--- src/rtl/eprog_pkg.sv ---
package eprog_pkg;
  localparam int MODE_W = 5;
  localparam int TGT_W  = 3;

  localparam logic [TGT_W-1:0] TGT_CODE  = 3'd0;
  localparam logic [TGT_W-1:0] TGT_SCRAM = 3'd1;
  localparam logic [TGT_W-1:0] TGT_LOCK1 = 3'd2;
  localparam logic [TGT_W-1:0] TGT_LOCK2 = 3'd3;
  localparam logic [TGT_W-1:0] TGT_LOCK3 = 3'd4;

  typedef enum logic [3:0] {
    ST_IDLE, ST_ADDR, ST_DATA, ST_MODE, ST_RAMP,
    ST_LOW, ST_GAP, ST_VHOLD, ST_AHOLD, ST_DONE
  } seq_st_e;

  function automatic int max_of2(input int a, input int b);
    return (a > b) ? a : b;
  endfunction
endpackage

--- src/rtl/eprog_mode_dec.sv ---
module eprog_mode_dec
  import eprog_pkg::*;
(
  input  logic [TGT_W-1:0]  tgt,
  output logic [MODE_W-1:0] lines,
  output logic              tgt_ok,
  output logic              long_train
);
  always_comb begin
    lines      = '0;
    tgt_ok     = 1'b1;
    long_train = 1'b1;
    unique case (tgt)
      TGT_CODE:  begin lines = 5'b01111; long_train = 1'b0; end
      TGT_SCRAM: lines = 5'b01101;
      TGT_LOCK1: lines = 5'b11111;
      TGT_LOCK2: lines = 5'b11100;
      TGT_LOCK3: lines = 5'b10110;
      default:   begin tgt_ok = 1'b0; long_train = 1'b0; end
    endcase
  end
endmodule

--- src/rtl/eprog_timer.sv ---
module eprog_timer #(
  parameter int CNT_W = 10
) (
  input  logic             clk,
  input  logic             rst_n,
  input  logic             load,
  input  logic [CNT_W-1:0] load_val,
  output logic             expired
);
  logic [CNT_W-1:0] cnt_q;

  always_ff @(posedge clk or negedge rst_n) begin
    if (!rst_n)              cnt_q <= '0;
    else if (load)           cnt_q <= load_val;
    else if (cnt_q != '0)    cnt_q <= cnt_q - 1'b1;
  end

  assign expired = (cnt_q == '0);

  // an expired timer stays expired until reloaded (no wrap)
  a_r7_timer_no_wrap: assert property (@(posedge clk) disable iff (!rst_n)
    (!load && cnt_q == '0) |=> (cnt_q == '0));
endmodule

--- src/rtl/eprog_pulse_cnt.sv ---
module eprog_pulse_cnt #(
  parameter int SHORT_PULSES = 5,
  parameter int LONG_PULSES  = 25
) (
  input  logic clk,
  input  logic rst_n,
  input  logic clr,
  input  logic inc,
  input  logic long_sel,
  output logic last
);
  localparam int PC_W = $clog2(LONG_PULSES + 1);

  logic [PC_W-1:0] count_q;
  logic [PC_W-1:0] limit;

  assign limit = long_sel ? PC_W'(LONG_PULSES) : PC_W'(SHORT_PULSES);
  assign last  = (count_q == limit - 1'b1);

  always_ff @(posedge clk or negedge rst_n) begin
    if (!rst_n)    count_q <= '0;
    else if (clr)  count_q <= '0;
    else if (inc)  count_q <= count_q + 1'b1;
  end

  // the pulse count never passes the train length of the target
  a_r6_count_bounded: assert property (@(posedge clk) disable iff (!rst_n)
    count_q <= limit);
endmodule

--- src/rtl/eprog_seq.sv ---
module eprog_seq
  import eprog_pkg::*;
#(
  parameter int ADDR_W       = 14,
  parameter int DATA_W       = 8,
  parameter int CLK_PER_US   = 4,
  parameter int OSC_DIV      = 2,
  parameter int SETUP_OSC    = 48,
  parameter int PULSE_US     = 100,
  parameter int GAP_US       = 10,
  parameter int VPP_SETUP_US = 10,
  parameter int VPP_HOLD_US  = 10,
  parameter int SHORT_PULSES = 5,
  parameter int LONG_PULSES  = 25
) (
  input  logic              clk,
  input  logic              rst_n,
  input  logic              cmd_valid,
  output logic              cmd_ready,
  input  logic [2:0]        cmd_target,
  input  logic [ADDR_W-1:0] cmd_addr,
  input  logic [DATA_W-1:0] cmd_data,
  output logic              busy_o,
  output logic              done_o,
  output logic [ADDR_W-1:0] dev_addr_o,
  output logic [DATA_W-1:0] dev_data_o,
  output logic [4:0]        mode_o,
  output logic              vpp_req_o,
  output logic              prog_n_o
);
  localparam int T_SET  = SETUP_OSC * OSC_DIV;
  localparam int T_VS   = VPP_SETUP_US * CLK_PER_US;
  localparam int T_LOW  = PULSE_US * CLK_PER_US;
  localparam int T_GAP  = GAP_US * CLK_PER_US;
  localparam int T_VH   = VPP_HOLD_US * CLK_PER_US;
  localparam int T_MAX  = max_of2(max_of2(T_SET, T_VS),
                                  max_of2(T_LOW, max_of2(T_GAP, T_VH)));
  localparam int CNT_W  = $clog2(T_MAX) + 1;

  seq_st_e            st_q, st_d;
  logic               tmr_load, tmr_exp;
  logic [CNT_W-1:0]   tmr_val;
  logic               pc_clr, pc_inc, pc_last;
  logic [MODE_W-1:0]  dec_lines;
  logic               dec_ok, dec_long;
  logic [MODE_W-1:0]  mode_q;
  logic               long_q;
  logic [DATA_W-1:0]  data_q;
  logic               accept;
  logic               vpp_d;

  eprog_mode_dec i_dec (
    .tgt        (cmd_target),
    .lines      (dec_lines),
    .tgt_ok     (dec_ok),
    .long_train (dec_long)
  );

  eprog_timer #(.CNT_W(CNT_W)) i_tmr (
    .clk      (clk),
    .rst_n    (rst_n),
    .load     (tmr_load),
    .load_val (tmr_val),
    .expired  (tmr_exp)
  );

  eprog_pulse_cnt #(
    .SHORT_PULSES (SHORT_PULSES),
    .LONG_PULSES  (LONG_PULSES)
  ) i_pcnt (
    .clk      (clk),
    .rst_n    (rst_n),
    .clr      (pc_clr),
    .inc      (pc_inc),
    .long_sel (long_q),
    .last     (pc_last)
  );

  assign cmd_ready = !busy_o;
  assign accept    = cmd_valid && cmd_ready && dec_ok;

  always_comb begin
    st_d     = st_q;
    tmr_load = 1'b0;
    tmr_val  = '0;
    pc_clr   = 1'b0;
    pc_inc   = 1'b0;
    unique case (st_q)
      ST_IDLE: if (accept) begin
        st_d   = ST_ADDR;
        pc_clr = 1'b1;
      end
      ST_ADDR: st_d = ST_DATA;
      ST_DATA: begin
        st_d = ST_MODE; tmr_load = 1'b1; tmr_val = CNT_W'(T_SET - 1);
      end
      ST_MODE: if (tmr_exp) begin
        st_d = ST_RAMP; tmr_load = 1'b1; tmr_val = CNT_W'(T_VS - 1);
      end
      ST_RAMP: if (tmr_exp) begin
        st_d = ST_LOW; tmr_load = 1'b1; tmr_val = CNT_W'(T_LOW - 1);
      end
      ST_LOW: if (tmr_exp) begin
        pc_inc   = 1'b1;
        tmr_load = 1'b1;
        if (pc_last) begin
          st_d = ST_VHOLD; tmr_val = CNT_W'(T_VH - 1);
        end else begin
          st_d = ST_GAP;   tmr_val = CNT_W'(T_GAP - 1);
        end
      end
      ST_GAP: if (tmr_exp) begin
        st_d = ST_LOW; tmr_load = 1'b1; tmr_val = CNT_W'(T_LOW - 1);
      end
      ST_VHOLD: if (tmr_exp) begin
        st_d = ST_AHOLD; tmr_load = 1'b1; tmr_val = CNT_W'(T_SET - 1);
      end
      ST_AHOLD: if (tmr_exp) st_d = ST_DONE;
      ST_DONE: begin
        st_d   = ST_IDLE;
        pc_clr = 1'b1;
      end
      default: st_d = ST_IDLE;
    endcase
  end

  assign vpp_d = (st_d == ST_RAMP) || (st_d == ST_LOW) ||
                 (st_d == ST_GAP)  || (st_d == ST_VHOLD);

  always_ff @(posedge clk or negedge rst_n) begin
    if (!rst_n) begin
      st_q       <= ST_IDLE;
      mode_q     <= '0;
      long_q     <= 1'b0;
      data_q     <= '0;
      busy_o     <= 1'b0;
      done_o     <= 1'b0;
      dev_addr_o <= '0;
      dev_data_o <= '0;
      mode_o     <= '0;
      vpp_req_o  <= 1'b0;
      prog_n_o   <= 1'b1;
    end else begin
      st_q      <= st_d;
      busy_o    <= (st_d != ST_IDLE);
      done_o    <= (st_d == ST_DONE);
      vpp_req_o <= vpp_d;
      prog_n_o  <= (st_d != ST_LOW);
      if (accept) begin
        mode_q <= dec_lines;
        long_q <= dec_long;
        data_q <= cmd_data;
      end
      if (st_d == ST_IDLE)  dev_addr_o <= '0;
      else if (accept)      dev_addr_o <= cmd_addr;
      if (st_d == ST_IDLE)       dev_data_o <= '0;
      else if (st_d == ST_DATA)  dev_data_o <= data_q;
      if (st_d == ST_IDLE)       mode_o <= '0;
      else if (st_d == ST_MODE)  mode_o <= mode_q;
    end
  end

  // no programming pulse without the supply request
  a_r5_prog_needs_vpp: assert property (@(posedge clk) disable iff (!rst_n)
    !prog_n_o |-> vpp_req_o);

  // mode levels frozen while the supply is requested
  a_r4_mode_frozen_under_vpp: assert property (@(posedge clk) disable iff (!rst_n)
    vpp_req_o |=> $stable(mode_o));

  // address lines untouched by any command during a sequence
  a_r10_addr_frozen_busy: assert property (@(posedge clk) disable iff (!rst_n)
    (busy_o && !done_o) |=> $stable(dev_addr_o));

  // completion is a single cycle with the supply off and PROG high
  a_r9_done_single: assert property (@(posedge clk) disable iff (!rst_n)
    done_o |=> !done_o);
  a_r9_done_quiet: assert property (@(posedge clk) disable iff (!rst_n)
    done_o |-> (!vpp_req_o && prog_n_o));

  // an unused target code never starts a sequence
  a_r11_bad_target_idle: assert property (@(posedge clk) disable iff (!rst_n)
    (cmd_valid && cmd_ready && !dec_ok) |=> !busy_o);
endmodule

--- config.mk ---
export PLATFORM = sky130hd
export DESIGN_NAME = eprog_seq
export DESIGN_NICKNAME = d
export VERILOG_FILES = /design/src/rtl/eprog_pkg.sv /design/src/rtl/eprog_mode_dec.sv /design/src/rtl/eprog_timer.sv /design/src/rtl/eprog_pulse_cnt.sv /design/src/rtl/eprog_seq.sv
export SDC_FILE = /design/constraint.sdc
export NUM_CORES = 1
export LEC_CHECK = 0
export ABC_AREA = 1
export BUFFER_PORTS_ARGS = -buffer_cell sky130_fd_sc_hd__clkbuf_2
export CAP_MARGIN = 20
export CORE_MARGIN = 3
export CORE_UTILIZATION = 50
export DETAILED_ROUTE_END_ITERATION = 8
export GPL_TIMING_DRIVEN = 0
export PLACE_DENSITY_LB_ADDON = 0.2
export SETUP_SLACK_MARGIN = 0.02
export SLEW_MARGIN = 10
export SYNTH_ARGS = -nofsm -noshare
export SYNTH_HDL_FRONTEND = slang
export SYNTH_SLANG_ARGS = --single-unit
export TNS_END_PERCENT = 30
--- constraint.sdc ---
create_clock -name clk -period 2.4 [get_ports clk]
set_input_delay 0.24 -clock clk [delete_from_list [all_inputs] [get_ports clk]]
set_output_delay 0.24 -clock clk [all_outputs]
set_load 0.01 [all_outputs]
### Word level (Yosys, flattened, before mapping)

Cells that the tools add are included.
Widths: inputs -> output; s select.

| storage, ports and cells | value |
|---|---|
| bits in registers | 64 |
| input port bits | 28 |

| cells by class | value |
|---|---|
| $add $sub $neg | 3 |
| equal/unequal tests | 22 |
| mux-type cells | 31 |
| reduce and logical (&&, ||, !) cells | 22 |

Operator list:

| operator | count |
|---|---|
| $pmux 9 s4 | 1 |
| $eq 4x3->1 const B | 8 |
| $pmux 4 s8 | 1 |
| $mux 14 | 2 |
| $mux 5 | 5 |
| $pmux 5 s5 | 1 |
| $mux 4 | 6 |
| $mux 10 | 2 |
| $eq 4x2->1 const B | 4 |
| $mux 8 | 2 |
| $eq 4x4->1 const B | 3 |
| $logic_not 10->1 | 1 |
| $reduce_bool 10->1 | 1 |
| $reduce_bool 2->1 | 5 |
| $reduce_or 5->1 | 2 |
| $sub 10x1->10 const B | 1 |
| $mux 9 | 1 |
| $logic_not 4->1 | 2 |
| $mux 7 | 1 |
| $eq 3x2->1 const B | 2 |
| $mux 1 | 6 |
| $mux 6 | 1 |
| $add 5x1->5 const B | 1 |
| $eq 5x5->1 | 1 |
| 13 further kinds | 18 |

### Longest topological paths before layout

Gate-level depths: netlist of the first run.

| logic depth | value |
|---|---|
| word-level depth | 10 |
| gate-level depth with buffers | 14 |
| mapped depth without buffers | 14 |

### Cells and area by module

From an unflattened synthesis of the first run, not the netlist that was laid out.

| unflattened totals | value |
|---|---|
| cell total of the unflattened synthesis | 401 |
| area, all modules | 3,225.6 um2 |

Modules (own cells, without submodules):

| module | times used | cells an instance | area each (um2) | seq. area each (um2) |
|---|---|---|---|---|
| eprog_seq | 1 | 250 | 2,142.1 | 1,227.4 |
| eprog_timer | 1 | 95 | 695.7 | 250.2 |
| eprog_pulse_cnt | 1 | 41 | 320.3 | 125.1 |
| eprog_mode_dec | 1 | 15 | 67.6 | 0.0 |

### Worst setup path before layout of the first run

No wires, ideal clock.

| timing path | value |
|---|---|
| path kind | reg-to-reg |
| start | register i_tmr.cnt_q[0] |
| end | register mode_o[0] |
| library setup time | 0.066 ns |
| arrival | 1.625 ns |
| setup slack | 0.709 ns |
| stages on the path, launching flop included | 14 |
| buffers on the path | 1 |
| period minus slack after synthesis | 1.691 ns |
| cell sequence | dfrtp_1 inv_1 ha_1 inv_1 nor2_1 nand3_2 nor2_8 nand2_2 nand2_2 nor2_4 nand3_2 buf_6 nand3_1 nand2_1 |

| on the way | value |
|---|---|
| word-level cells in the longest chain between the ends | 5 |

Ends and longest elaborated chain:

| element | line | RTL |
|---|---|---|
| start, declared | eprog_timer.sv:10 | `logic [CNT_W-1:0] cnt_q;` |
| start signal, assigned | eprog_timer.sv:14 | `else if (load) cnt_q <= load_val;` |
| start signal, assigned | eprog_timer.sv:15 | `else if (cnt_q != '0) cnt_q <= cnt_q - 1'b1;` |
| $logic_not 10->1 * | eprog_timer.sv:18 | `assign expired = (cnt_q == '0);` |
| $mux 4, on equally long branches | n/a |  |
| $pmux 4 s8 * | eprog_seq.sv:88 | `unique case (st_q)` |
| $eq 4x2->1 / $logic_not 4->1 (equally long branches) | eprog_seq.sv:159, eprog_seq.sv:158 |  |
| $reduce_bool 2->1 (no line) / $mux 5 (equally long branches) | n/a |  |
| end signal, assigned | eprog_seq.sv:159 | `else if (st_d == ST_MODE) mode_o <= mode_q;` |
| end, declared | eprog_seq.sv:27 | `output logic [4:0] mode_o,` |

Mark *: on every way between the ends. The rest lies on a longest branch, timed or not.
A chain may end at the register's enable or synchronous reset.

### Worst setup path in the final report of the first run

| timing path | value |
|---|---|
| start | register i_tmr.cnt_q[0] |
| end | register i_tmr.cnt_q[5] |

| on the way | value |
|---|---|
| word-level cells in the longest chain between the ends | 4 |

Ends and longest elaborated chain:

| element |
|---|
| branches (longest 4 deep; another with $sub 10x1->10) |

Several ways; the timed one is not identified. The select of a mux whose other input is x is not followed.

==> run summary, run 1 <==
The hold violation total from the final report is 0. In this design, the critical path's most frequently occurring cell is sky130_fd_sc_hd__nand2_2. In this design, the stage delay of the slowest critical-path cell is approximately 0.36 ns.

For the final routed database, the setup TNS stands at 0 ns. The worst hold margin came out at 0.08671 ns. The initial antenna violation count came out at 0. The final global-route overflow total came out at 0. The overall via count from detail_route came out at between 2000 and 3000.

For this run, global-route usage on met2 was measured as around a third. The number of sinks on the clock net came out at 64. The vias per cell came out at between 4 and 5. The worst slew margin relative to its limit came out at between 60 and 70%. The register clock-pin slew on the reported worst setup and hold paths is about 0.080 ns. The share of layout cells above drive strength 1 is between 20% and 30%.

The clock tree skew after final layout is 0.01403 ns. In this run the number of H-tree levels came out at 3. The number of global-route vias before repair is approximately 2600.

The count of nets after finishing came out at 490. The die covers between 0.007 and 0.008 sq mm. The run finished with clean final reports. The total of cells resized after clock tree synthesis is 0.

The share of synthesized area in the top cell type comes to between 40% and 50%. The routed length per placed instance came out at about 12 um. The number of clock buffers inserted by TritonCTS came out at 9.

The worst-skew pair later-pin latency is roughly 0.34 ns. After legalization and detailed placement, the total HPWL measured roughly 4800 um. Setup repair after global routing left no endpoint under its margin.

The width of the die is approximately 86 um. Summed over all cells, the static leakage comes to 0.002223 uW. The worst setup slack before clock tree synthesis came out at around 0.45 ns. The number of DRC markers after the initial detailed-route iteration came out at 130.

The count of final max-slew check failures came out at 0. The count of antenna diodes in the layout is 0. TritonCTS built the clock tree. The areal power density over the cells came out at between 500 and 600 mW/mm^2. During synthesis, Yosys emitted a total of 0 warnings. The initial cell density of the core came out at a little over half. The mapped cell area came out at between 0.003 and 0.004 sq mm. The met3 capacity usage during global routing came out at between 4 and 5%. The number of nets in the synthesized netlist is roughly 420. Summing all placed instances gives a cell area of approximately 0.0036 sq mm. Of all cell types, the one taking the most synthesized area is sky130_fd_sc_hd__dfrtp_1.

At the worst endpoint, the arrival time is between 2 and 2.5 ns. During I/O placement, the number of pins put on the boundary was 60. The count of nets left with antenna violations once routing finished came out at 0. The combined global-route utilization of all metal layers came out at about a fifth.

For this run, the top clock speed supported by timing is 513.8 MHz. The tightest min-delay check is of the in -> reg type. Each instance of the synthesized netlist takes up on average about 8 sq um. By area the synthesized netlist is led by sky130_fd_sc_hd__dfrtp_1 50%, sky130_fd_sc_hd__nand2_1 17%, sky130_fd_sc_hd__inv_1 5.6%. The least setup slack across all paths after layout is between 0.4 and 0.5 ns. For the pin with the worst max-slew slack, the measured transition is 0.4943 ns.

Global routing consumed, on the met1 layer, roughly a quarter of the routing resources. The unique cell type count in the Yosys netlist is 34. The clock period could shrink to between 1.5 and 2 ns. The number of standard cells after synthesis came out at just under 400. Entering global routing, the biggest net connects 48 pins.

The weighted congestion at the end of routability-driven global placement is slightly above 0.8. The port buffer count came out at 59. The clock tree root buffer cell is sky130_fd_sc_hd__clkbuf_8. The final layout contains routed wiring with a total length of roughly 6600 um. The number of buffers on the longest clock path came out at 2. In this run the worst path has a maximum fanout of 9. The region available for standard cell placement spans roughly 0.006 sq mm. The sequential share of the synthesized area is between 50% and 60%. The y dimension of the die is roughly 86 um. The most utilized layer in the global route result is met2. The wire length of the first global-routing pass is ~12000 um. The endpoint required time on the critical path came out at 2.67 ns.

The area growth from synthesis to layout is 19.35%. The finished layout cell area is 0.003774 sq mm. The final standard cell utilization of the core came out at 62.62%.

The count of standard-cell rows is 28. The worst setup path is captured at a flop. The post-synthesis sequential element count is 64. The residual DRC count is 0.

The part of the cycle the worst path needs came out at around 80%. The number of endpoints failing setup at the final stage is 0. The critical path goes through inv_1 > ha_1 > inv_1 > nor2_1 > nand3_2 > nor2_8 > nand2_2 > nand2_2 > inv_2 > nand2_2 > nor2_4 > nand2_4 > inv_2 > a21oi_2.

The total iterations of the first detailed-routing run came out at 4. The worst setup path is launched from a flop. The critical path is of the reg -> reg type. IR analysis of the VDD net gives a maximum drop of 420.9 uV. The slowest stage of the critical path is the sky130_fd_sc_hd__dfrtp_1 cell. In this run the post-CTS setup repair buffer count came out at 0. The number of violations of the max-capacitance limit is 0.
## state kept, by name (all words and copies together), names as in the netlist
signal          flops
data_q              8
done_o              1
mode_q              5
busy_o              1
i_pcnt.count_q      5
dev_addr_o         14
prog_n_o            1
vpp_req_o           1
dev_data_o          8
st_q                4
mode_o              5
i_tmr.cnt_q        10
long_q              1
## cells by family after synthesis
group                    synth area share [%]
AND/OR/NAND/NOR                         32.05
flip-flops                              50.69
buffers and inverters                   7.835
AO/OA/AOI/OAI                           6.174
XOR/XNOR                                1.662
adder cells (fa/ha/maj)                 1.583
## power breakdown
part / total, uW / switching (uW) / internal (uW)
Sequential: 1130 / 20.3 / 1110
Combinational: 131 / 72.7 / 58.3
Clock: 834 / 430 / 404
Total: 2100 / 523 / 1580
## per-stage QoR
step | std cells | total power [uW]
detailed placement | 521 | 1288
floorplan | 386 | 1204
CTS | 538 | 2131
finish | 538 | 2099
global route | 538 | 2193
global placement | 520 | 1277
## layout by cell type (no fill, tap or decap), types with 4 or more instances in the layout
master                       n
sky130_fd_sc_hd__ha_1        4
sky130_fd_sc_hd__nand3_2     4
sky130_fd_sc_hd__xor2_1      4
sky130_fd_sc_hd__nor2_2      4
sky130_fd_sc_hd__a21oi_1     8
sky130_fd_sc_hd__nand2_1   145
sky130_fd_sc_hd__a21oi_2     6
sky130_fd_sc_hd__dfrtp_1    63
sky130_fd_sc_hd__o21ai_0    10
sky130_fd_sc_hd__nand2_2     9
sky130_fd_sc_hd__clkbuf_2   58
sky130_fd_sc_hd__clkbuf_8   10
sky130_fd_sc_hd__nor2_4      4
sky130_fd_sc_hd__nand3_1    20
sky130_fd_sc_hd__nor2_1     23
sky130_fd_sc_hd__clkbuf_1    4
sky130_fd_sc_hd__inv_1      47
sky130_fd_sc_hd__inv_2       6
## synth_stat cells
cell / number
sky130_fd_sc_hd__a211oi_1: 1
sky130_fd_sc_hd__a21oi_1: 8
sky130_fd_sc_hd__a21oi_2: 6
sky130_fd_sc_hd__a22o_1: 1
sky130_fd_sc_hd__a31oi_1: 1
sky130_fd_sc_hd__a32o_1: 1
sky130_fd_sc_hd__buf_6: 3
sky130_fd_sc_hd__clkbuf_1: 4
sky130_fd_sc_hd__dfrtp_1: 63
sky130_fd_sc_hd__dfstp_2: 1
sky130_fd_sc_hd__ha_1: 4
sky130_fd_sc_hd__inv_1: 47
sky130_fd_sc_hd__inv_2: 6
sky130_fd_sc_hd__nand2_1: 145
sky130_fd_sc_hd__nand2_2: 9
sky130_fd_sc_hd__nand2_4: 3
sky130_fd_sc_hd__nand3_1: 20
sky130_fd_sc_hd__nand3_2: 4
sky130_fd_sc_hd__nand3_4: 1
sky130_fd_sc_hd__nand3b_1: 1
sky130_fd_sc_hd__nand4_1: 1
sky130_fd_sc_hd__nor2_1: 23
sky130_fd_sc_hd__nor2_2: 4
sky130_fd_sc_hd__nor2_4: 4
sky130_fd_sc_hd__nor2_8: 1
sky130_fd_sc_hd__nor3_1: 3
sky130_fd_sc_hd__nor3_2: 1
sky130_fd_sc_hd__o21a_1: 1
sky130_fd_sc_hd__o21ai_0: 10
sky130_fd_sc_hd__o21ai_1: 1
sky130_fd_sc_hd__o31ai_1: 1
sky130_fd_sc_hd__or2_2: 1
sky130_fd_sc_hd__xnor2_1: 2
sky130_fd_sc_hd__xor2_1: 4
## routing by layer
| layer | vias up | share of wire (%) |
|---|---|---|
| met5 | - | 0 |
| met4 | 0 | 0.85 |
| met3 | 7 | 4.4 |
| met2 | 49 | 49 |
| met1 | 1192 | 45 |
| li1 | 1335 | - |
## layout make-up
type                            count  area [sq um]
Fill cell                         558          2252
Inverter                           53         198.9
Sequential cell                    64          1603
Buffer                              7         48.80
Tap cell                           75         93.84
Multi-Input combinational cell    262          1311
Timing Repair Buffer               61         335.3
Clock inverter                      6         45.04
Clock buffer                       10         137.6
## worst max-delay path: cells and delay by family, from the launching register on
kind                       cells  cell delay, ns
DFF                            1            0.36
buffers and inverters          4            0.31
AOI/OAI and AO/OA              1            0.11
and+or+nand+nor                8            0.90
adders and majority gates      1            0.19
## path summary, 6_finish.rpt
path	to	cells past startpoint	from	slack [ns]
hold reg to reg	dev_data_o[5]	2	dev_data_o[5]	0.47
min in group asynchronous	dev_data_o[6]	2	rst_n	0.33
setup / recovery	i_tmr.cnt_q[5]	14	i_tmr.cnt_q[0]	0.45
hold / removal	data_q[1]	3	cmd_data[1]	0.09
setup reg to reg	i_tmr.cnt_q[5]	14	i_tmr.cnt_q[0]	0.45
max in group asynchronous	i_pcnt.count_q[2]	3	rst_n	1.54
## timing repair
item | 4_1_cts | 5_1_grt
endpoints found under the hold margin | 16 | 0
hold buffers | 1 | 0
endpoints found under the setup margin | 0 | 0
Note: power is estimated with default switching activity, not from simulation.
==> run 2: changes to the inputs <==
clock period = 1.78 ns   (was 2.4 ns; I/O delays follow)
==> run summary, run 2 (synthesized netlist as in run 1, its figures left out) <==
The number of buffers on the longest clock path was 2 (unchanged). The least setup slack across all paths after layout is -0.006950 ns (-0.4605 ns). The tree is rooted in a sky130_fd_sc_hd__clkbuf_8. The flow ran to the end, but the final reports show violations. The y dimension of the die was 85.52 um (unchanged). The count of nets after finishing is 506 (+3.3%). The slowest stage of the critical path belongs to the cell sky130_fd_sc_hd__dfrtp_1. The setup slack on the worst flop-to-flop path is -0.007 ns (-0.46 ns).

The count of final max-slew check failures came out at 0 (unchanged). The worst-path maximum fanout came out at 5 (-4). The number of violations of the max-capacitance limit is 0 (unchanged). The number of sinks on the clock net is 64 (unchanged).

The areal power density over the cells came out at 701.9 mW/mm^2 (+26%). In this run the worst hold path is classified as in -> reg. The port buffer count came out at 59 (unchanged). The combinational cell fraction of total power came out at 6.3% (about the same). The sequential group share of total power is 53.9% (about the same).

The initial antenna violation count came to 0 (unchanged). STA classifies the critical path startpoint as a flop. The hold path depth came out at 3 (unchanged). The register clock-pin slew on the reported worst setup and hold paths is 0.08 ns (about the same). The post-route minimum period is 1.787 ns (-0.1595 ns). The number of DRC markers after the initial detailed-route iteration came to 188 (+45%). The transition time at the pin with the least slew margin came out at 0.4169 ns (-0.07733 ns).

The weighted congestion at the end of routability-driven global placement is 0.8311 (unchanged). The internal power consumption came out at 2125 uW (+35%). The fraction of power consumed by the clock network came to 39.8% (about the same).

The number of clock buffers inserted by TritonCTS came out at 9 (unchanged). The worst setup path is captured at a flop. The endpoint required time on the critical path came out at 2.01 ns (-0.66 ns). The switching power summed over all nets came to 710.8 uW (+36%). The kind of critical path is reg -> reg.

The width of the die came out at 85.52 um (unchanged). The overall via count from detail_route was 2686 (+4.0%). The standard cell core area is 0.006026 sq mm (unchanged).

The routed length per placed instance is 12.95 um (+6.3%). The most common cell after layout, fill and taps aside is sky130_fd_sc_hd__nand2_1. The part of the cycle the worst path needs came to 100.4% (+19 points).

The share of layout cells above drive strength 1 is 32.78% (+6.9 points). The largest registers in the layout are dev_addr_o: 14 flops, i_tmr.cnt_q: 10 flops. The number of fillers in the final layout is 523 (-6.3%). The startpoint identified for the worst register-to-register timing path is i_tmr.cnt_q[1].

The setup TNS came out at -0.006950 ns (-0.006950 ns). The checks that failed: negative setup slack. The total buffers and inverters traversed by the critical path is 2 (-2). The launch instance of the worst min-delay path is cmd_data[6].

The initial cell density of the core came out at 52.47% (unchanged). The final global-route overflow total came out at 0 (unchanged). The vias per cell came out at 4.848 (+0.98%). The number of endpoints failing setup at the final stage is 1 (+1). The count of antenna diodes in the layout is 0 (unchanged). The wire length of the first global-routing pass came out at 12410 um (+5.7%). The residual DRC count is 0 (unchanged).

The largest net degree at the start of global routing came out at 48 (unchanged). The area of combinational cells with multiple inputs came out at 0.001441 sq mm (+9.9%). The flip-flop count of the largest register, all copies and words added came out at 14 (unchanged). The number of global-route vias before repair is 2725 (+3.0%). The number of antenna-violating nets in the routed design came out at 0 (unchanged). The combined global-route utilization of all metal layers is 21.24% (+1.1 points). The top-level I/O count came out at 60 (unchanged). Grouping stages by cell kind, the critical path spends the most delay in simple AND/OR/NAND/NOR gates. Counting flops per register, the top entry is dev_addr_o. TritonCTS built the clock tree. The count of standard-cell rows is 28 (unchanged).

The total iterations of the first detailed-routing run is 4 (unchanged). The number of levels the H-tree was split into is 3 (unchanged). The worst hold margin is 0.02681 ns (-0.05990 ns). The highest clock rate is 559.6 MHz (+8.9%). The highest cell delay on the worst timing path is 0.39 ns (+0.03 ns). In the layout the commonest cells are 141 x sky130_fd_sc_hd__nand2_1, 62 x sky130_fd_sc_hd__dfrtp_1, 60 x sky130_fd_sc_hd__clkbuf_2. The number of cells on the worst reg-to-reg path came to 12 (-2). The area growth from synthesis to layout is 27.78%. The arrival time at the worst endpoint is 2.01 ns (-0.20 ns). Walking the worst path, the cells encountered are inv_2 > ha_4 > nand2_1 > nor2_4 > nand3_2 > nand2_2 > nand2_4 > nor2_4 > nand3_4 > buf_6 > nand3_1 > nand2_1.

The total die area came out at 0.007314 sq mm (unchanged). The area of all sequential standard cells is 0.001604 sq mm (about the same). The endpoint of the worst-slack reg-to-reg timing path is mode_o[2]. The switching part of the total is 25.06% (+0.13 points). The worst-skew pair later-pin latency was 0.34 ns (about the same). The maximum vdd drop came out at 568.5 uV (+35%). The placed wire-length estimate after detailed placement came to 4810 um (unchanged). The static leakage is 0.002344 uW (+5.5%). The clock tree skew after final layout was 0.01277 ns (-0.001252 ns).

The worst slew margin relative to its limit came out at 72.20% (+5.2 points). The hold violation total from the final report is 0 (unchanged). The total wire length after detailed routing was 7174 um (+9.4%). The endpoint with the worst hold slack is data_q[6]. Setup repair after global routing could not meet its margin everywhere.
## run 2: worst max-delay path by stage
stage                               from        endpoint  slack [ns]  cells past startpoint
final                     i_tmr.cnt_q[1]       mode_o[2]      -0.007                     12
after global routing      i_tmr.cnt_q[8]   dev_addr_o[0]       -0.12                     11
after CTS                 i_tmr.cnt_q[1]       mode_o[2]       -0.02                     13
after detailed placement  i_tmr.cnt_q[0]  i_tmr.cnt_q[5]       -0.17                     14
after global placement    i_tmr.cnt_q[0]       mode_o[2]       -0.11                     13
after floorplan           i_tmr.cnt_q[0]       mode_o[0]        0.09                     13
## run 2: cell type report
type | instances | share of cell area, %
well taps | 75 | 2.323
plain buffers | 7 | 1.363
inverters | 53 | 5.234
repair buffers | 76 | 11.18
clock inverters | 6 | 1.115
multi-input cells | 263 | 35.68
flip-flops and latches | 64 | 39.70
clock buffers | 10 | 3.407
## run 2: what timing repair did
item                       in CTS  in global routing
hold buffers                    1                  0
pin swaps                      11                 17
cloned                          2                  0
hold endpoints to repair       16                  0
setup endpoints to repair      43                 47
buffers inserted                7                  7
resized for setup              24                 21
## run 2: power by group through the flow
stage               Clock (uW)  Combinational [uW]  Sequential [uW]
floorplan                    0                55.7             1570
global placement             0                 166             1560
detailed placement           0                 180             1560
CTS                       1160                 182             1530
global route              1220                 207             1540
finish                    1130                 178             1530
## run 2: worst register-to-register path: stages (launching register included)
cell	delay (ns)
sky130_fd_sc_hd__dfrtp_1	0.39
sky130_fd_sc_hd__inv_2	0.08
sky130_fd_sc_hd__ha_4	0.14
sky130_fd_sc_hd__nand2_1	0.09
sky130_fd_sc_hd__nor2_4	0.16
sky130_fd_sc_hd__nand3_2	0.11
sky130_fd_sc_hd__nand2_2	0.11
sky130_fd_sc_hd__nand2_4	0.07
sky130_fd_sc_hd__nor2_4	0.14
sky130_fd_sc_hd__nand3_4	0.12
sky130_fd_sc_hd__buf_6	0.15
sky130_fd_sc_hd__nand3_1	0.06
sky130_fd_sc_hd__nand2_1	0.05
## run 2: stage by stage
stage          power (uW)  area (sq um)  utilization [%]  setup slack [ns]  cells
6_report             2836          4040            67.05         -0.006950    554
5_1_grt              2964          4040            67.05           -0.1199    554
4_1_cts              2873          3919            65.03          -0.01538    547
3_5_place_dp         1737          3581            59.43           -0.1718    521
3_3_place_gp         1722          3551            58.93           -0.1099    520
2_1_floorplan        1623          3162                -           0.08943    386
## run 2: layer usage
metal  wire length, um  track usage, %
met1              3132           27.33
met2              3700           35.52
met3               276           4.515
met4                64           7.626
met5                 0               0
